**config.mk**
```make
export PLATFORM = sky130hd
export DESIGN_NAME = addr_route_core
export DESIGN_NICKNAME = d
export VERILOG_FILES = /design/src/rtl/addr_route_core.sv
export SDC_FILE = /design/constraint.sdc
export NUM_CORES = 1
export LEC_CHECK = 0
export BUFFER_PORTS_ARGS = -buffer_cell sky130_fd_sc_hd__buf_2
export CORE_ASPECT_RATIO = 0.7
export CORE_MARGIN = 4
export CORE_UTILIZATION = 48
export DETAILED_ROUTE_END_ITERATION = 7
export PLACE_DENSITY = 0.94
export SLEW_MARGIN = 25
export SYNTH_ARGS = -nofsm -noshare
export SYNTH_HDL_FRONTEND = slang
export SYNTH_SLANG_ARGS = --single-unit
export TNS_END_PERCENT = 30
```
**constraint.sdc**
```tcl
create_clock -name clk -period 4.09 [get_ports clk]
set_clock_uncertainty 0.15 [all_clocks]
set_input_delay 0.2045 -clock clk [delete_from_list [all_inputs] [get_ports clk]]
set_output_delay 0.2045 -clock clk [all_outputs]
set_load 0.005 [all_outputs]
```
**src/rtl/addr_route_core.sv**
```systemverilog
module addr_route_core #(
  parameter int          GRAN_LG2 = 23,
  parameter int          CFG_W    = 8,
  parameter int          TOM_W    = 7,
  parameter int          TOM_MAX  = 64,
  parameter logic [31:0] IRQ_LO   = 32'hFEC0_0000,
  parameter logic [31:0] IRQ_HI   = 32'hFEC0_0FFF,
  parameter logic [31:0] ROM_LO   = 32'hFFF0_0000,
  parameter logic [31:0] SEG_LO   = 32'hFEEA_0000,
  parameter logic [31:0] SEG_HI   = 32'hFEEB_FFFF,
  parameter logic [31:0] SEG_DST  = 32'h000A_0000
) (
  input  logic              clk,
  input  logic              rst_n,
  input  logic              req_valid,
  input  logic [31:0]       req_addr,
  input  logic              req_write,
  input  logic              smm_active,
  input  logic              cfg_wr,
  input  logic [CFG_W-1:0]  cfg_wdata,
  output logic              out_valid,
  output logic [4:0]        out_tgt,
  output logic [31:0]       out_addr,
  output logic              out_write
);
  localparam int T_RAM = 0;
  localparam int T_PCI = 1;
  localparam int T_IRQ = 2;
  localparam int T_ROM = 3;
  localparam int T_SEG = 4;

  logic [TOM_W-1:0] tom_q;
  logic [32:0]      tom_lim;
  logic             hit_seg, hit_irq, hit_rom, hit_ram;
  logic [4:0]       tgt_d;
  logic [31:0]      addr_d;

  assign tom_lim = 33'(tom_q) << GRAN_LG2;
  assign hit_seg = smm_active && req_addr >= SEG_LO && req_addr <= SEG_HI;
  assign hit_irq = req_addr >= IRQ_LO && req_addr <= IRQ_HI;
  assign hit_rom = req_addr >= ROM_LO;
  assign hit_ram = {1'b0, req_addr} < tom_lim;

  always_comb begin
    tgt_d  = '0;
    addr_d = req_addr;
    if (hit_seg) begin
      tgt_d[T_SEG] = 1'b1;
      addr_d       = req_addr - SEG_LO + SEG_DST;
    end else if (hit_irq) tgt_d[T_IRQ] = 1'b1;
    else if (hit_rom)     tgt_d[T_ROM] = 1'b1;
    else if (hit_ram)     tgt_d[T_RAM] = 1'b1;
    else                  tgt_d[T_PCI] = 1'b1;
  end

  always_ff @(posedge clk or negedge rst_n) begin
    if (!rst_n) tom_q <= '0;
    else if (cfg_wr)
      tom_q <= (cfg_wdata > CFG_W'(TOM_MAX)) ? TOM_W'(TOM_MAX) : TOM_W'(cfg_wdata);
  end

  always_ff @(posedge clk or negedge rst_n) begin
    if (!rst_n) begin
      out_valid <= 1'b0;
      out_tgt   <= '0;
      out_addr  <= '0;
      out_write <= 1'b0;
    end else begin
      out_valid <= req_valid;
      out_tgt   <= req_valid ? tgt_d : 5'b0;
      out_addr  <= addr_d;
      out_write <= req_valid && req_write;
    end
  end
endmodule

```
==> flow_summary_export.csv <==
group,metric,value,unit
clock_network,clock_path_buffers,2,
sta,hold_viol,0,
global_route,grt_pass1_wl,7051,um
drt,wire_per_inst,14.75,um
synth,synth.distinct_cells,26,
final_layout,drive_above_1_share,37.85,%
critical_path,crit_path_end_kind,"register",
clock_network,cts_setup_buffers,0,
min_path,min_path_cells,2,
clock_network,worstSkewPairLatency,0.29,ns
drt,via_count,1436,
final_layout,antenna_cells,0,
critical_path,r2r_slack,2.35,ns
drt,postRouteAntennaNets,0,
clock_network,cts-root-buf,"clkbuf_8",
sta,rsz0062_at_grt,"no",
critical_path,path_cells,"dlygate4sd3_1 > buf_2 > or4_1 > nor4_2 > o2111ai_1 > nand4_1 > nor4b_1",
clock_network,htree_levels,2,
synth,netlist_area,0.001670,mm^2
min_path,hp-class,"primary input to register",
final_layout,fin_nets,304,
sta,fin_setup_tns,0,ns
floorplanning,ios,85,
placement,place_area,0.002142,mm^2
placement,port-buffer-count,84,
synth,synth-seq-area-share,68.91,%
critical_path,r2r-start,"tom_q[1]",
critical_path,critPathArrivalTime,2.12,ns
floorplanning,rows,17,
final_layout,mostFrequentLayoutCells,"buf_2 (83), dfrtp_1 (46), dlygate4sd3_1 (32)",
clock_network,cts_tree,"built",
critical_path,crit_fanout,4,
power,power.total,875.9,uW
min_path,holdPathEnd,"out_addr[28]",
sta,holdWs,0.01725,ns
sta,max_freq,478.4,MHz
synth,synth_cells,129,
critical_path,crit_path_start_kind,"primary input",
floorplanning,die_w,78.51,um
critical_path,critPathMaxStageDelay,0.56,ns
floorplanning,design.core.area,0.003233,mm^2
drt,wirelength,4396,um
clock_network,post_cts_resize_count,0,
final_layout,final_common_cell,"buf_2",
min_path,hold_path_startpoint,"req_addr[28]",
clock_network,cts_hold_buffers,32,
power,ir_drop,0.0003112,V
synth,synth-seq-cells,46,
synth,synth.avg_cell_area,12.95,um^2
power,p_leak,1.276,nW
sta,slew_viol_final,0,
final_layout,area_growth,53.26,%
sta,min_period_over_period,51.11,%
sta,period_minus_slack,2.090,ns
final_layout,final_cell_area,0.002560,mm^2
critical_path,cp_slowest_cell,"dlygate4sd3_1",
critical_path,required,4.12,ns
global_route,antenna_found_initial,0,
floorplanning,fp.dieH,57.36,um
global_route,grt.overflow.total,0,
clock_network,cts_made_buffers,5,
floorplanning,dieArea,0.004503,mm^2
sta,tightest_slew,0.5507,ns
global_route,grtUsageTotal,20.81,%
sta,slew_headroom,63.29,%
clock_network,cts.sinks,46,
critical_path,path_class,"primary input to register",
global_route,grt_pass1_vias,1492,
synth,yosysWarnings,0,
clock_network,clkTransAtPathRegs,0.08,ns
sta,setup_viol,0,
global_route,grt_max_degree,47,
drt,drtIter0Drc,60,
drt,dr.pass1.iters,4,
synth,syn_nets,183,
drt,drc,0,
drt,vias_per_cell,4.819,
critical_path,rr_worst_depth,6,
critical_path,regToRegEndpoint,"out_tgt[0]",
placement,gp_congestion,0.7692,
power,power.density,342.2,mW/mm^2
floorplanning,start_util,51.66,%
job,max_cap_violations,0,
status,status,"finished clean",
[synth_stat cells]
library cell	n	area (um^2)
dfrtp_1	46	1151
nor2_1	10	37.54
inv_1	9	33.78
ha_1	8	100.1
o21ai_0	8	40.04
and2_1	7	43.79
nand2_1	6	22.52
nor2b_1	6	37.54
nand4_1	5	31.28
nand3_1	3	15.01
a21oi_1	2	10.01
clkbuf_1	2	7.510
nor4_1	2	12.51
nor4b_1	2	17.52
o2111ai_1	2	17.52
a211o_1	1	8.760
a211oi_1	1	7.510
a21boi_0	1	7.510
and3_1	1	6.260
and4_1	1	8.760
nand2b_1	1	6.260
nor2_4	1	11.26
nor3_1	1	5.000
nor4_2	1	12.51
or4_1	1	7.510
or4_4	1	11.26
[state kept, by name, summed over array words and instances, names as in the netlist]
signal     cells
out_valid      1
out_write      1
out_addr      32
out_tgt        5
tom_q          7
[worst max-delay path, delay by kind of cell]
family                 cells  cell delay [ns]
buffers and inverters      2             0.72
AND/OR/NAND/NOR            4             1.01
AO/OA/AOI/OAI              1             0.19
[logic make-up (layout without fill, tap and decap cells)]
family          count (synthesis)  in the layout  share of synthesized area [%]
simple gates                   49             49                          17.15
flops                          46             46                          68.91
buf+inv                        11            133                          2.472
fa+ha+maj                       8              8                          5.993
compound gates                 15             15                          5.469
[how the worst max path moves through the flow]
stage | startpoint | endpoint | slack [ns] | cells after the start
3_5_place_dp | req_addr[21] | out_tgt[0] | 2.24 | 8
3_3_place_gp | req_addr[17] | out_tgt[0] | 2.37 | 6
2_1_floorplan | req_addr[21] | out_tgt[0] | 2.57 | 7
4_1_cts | req_addr[17] | out_tgt[0] | 2.07 | 7
5_1_grt | req_addr[17] | out_tgt[0] | 1.81 | 7
6_report | req_addr[17] | out_tgt[0] | 2.00 | 7
[metrics by stage]
stage          instances  setup slack (ns)  util (%)
5_1_grt              298             1.809     79.18
2_1_floorplan        129             2.572         -
4_1_cts              298             2.066     79.10
3_3_place_gp         258             2.369     66.25
6_report             298             2.000     79.18
3_5_place_dp         258             2.237     66.25
[routing by layer]
| layer | part of all wire [%] | vias to the layer above | wire length [um] | global-route usage, % |
|---|---|---|---|---|
| li1 | - | 682 | - | - |
| met1 | 41 | 691 | 1795 | 24.48 |
| met2 | 51 | 57 | 2222 | 36.28 |
| met3 | 7.3 | 6 | 322 | 8.044 |
| met4 | 1.3 | 0 | 56 | 4.988 |
| met5 | 0 | - | 0 | 0 |
[report_power, final]
group / leakage (nW) / switching (mW) / internal (mW)
Combinational: 0.673 / 0.0549 / 0.0618
Sequential: 0.556 / 0.00618 / 0.477
Clock: 0.0472 / 0.141 / 0.136
Total: 1.28 / 0.202 / 0.674
[layout make-up]
type / instances / area (um^2)
multi-input combinational: 72 / 478.0
clock buffer: 6 / 82.58
fill: 210 / 673.1
sequential: 46 / 1151
clock inverter: 2 / 12.51
tap: 47 / 58.81
timing repair buffer: 116 / 743.2
inverter: 9 / 33.78
Power figures use the tool's default switching activity.
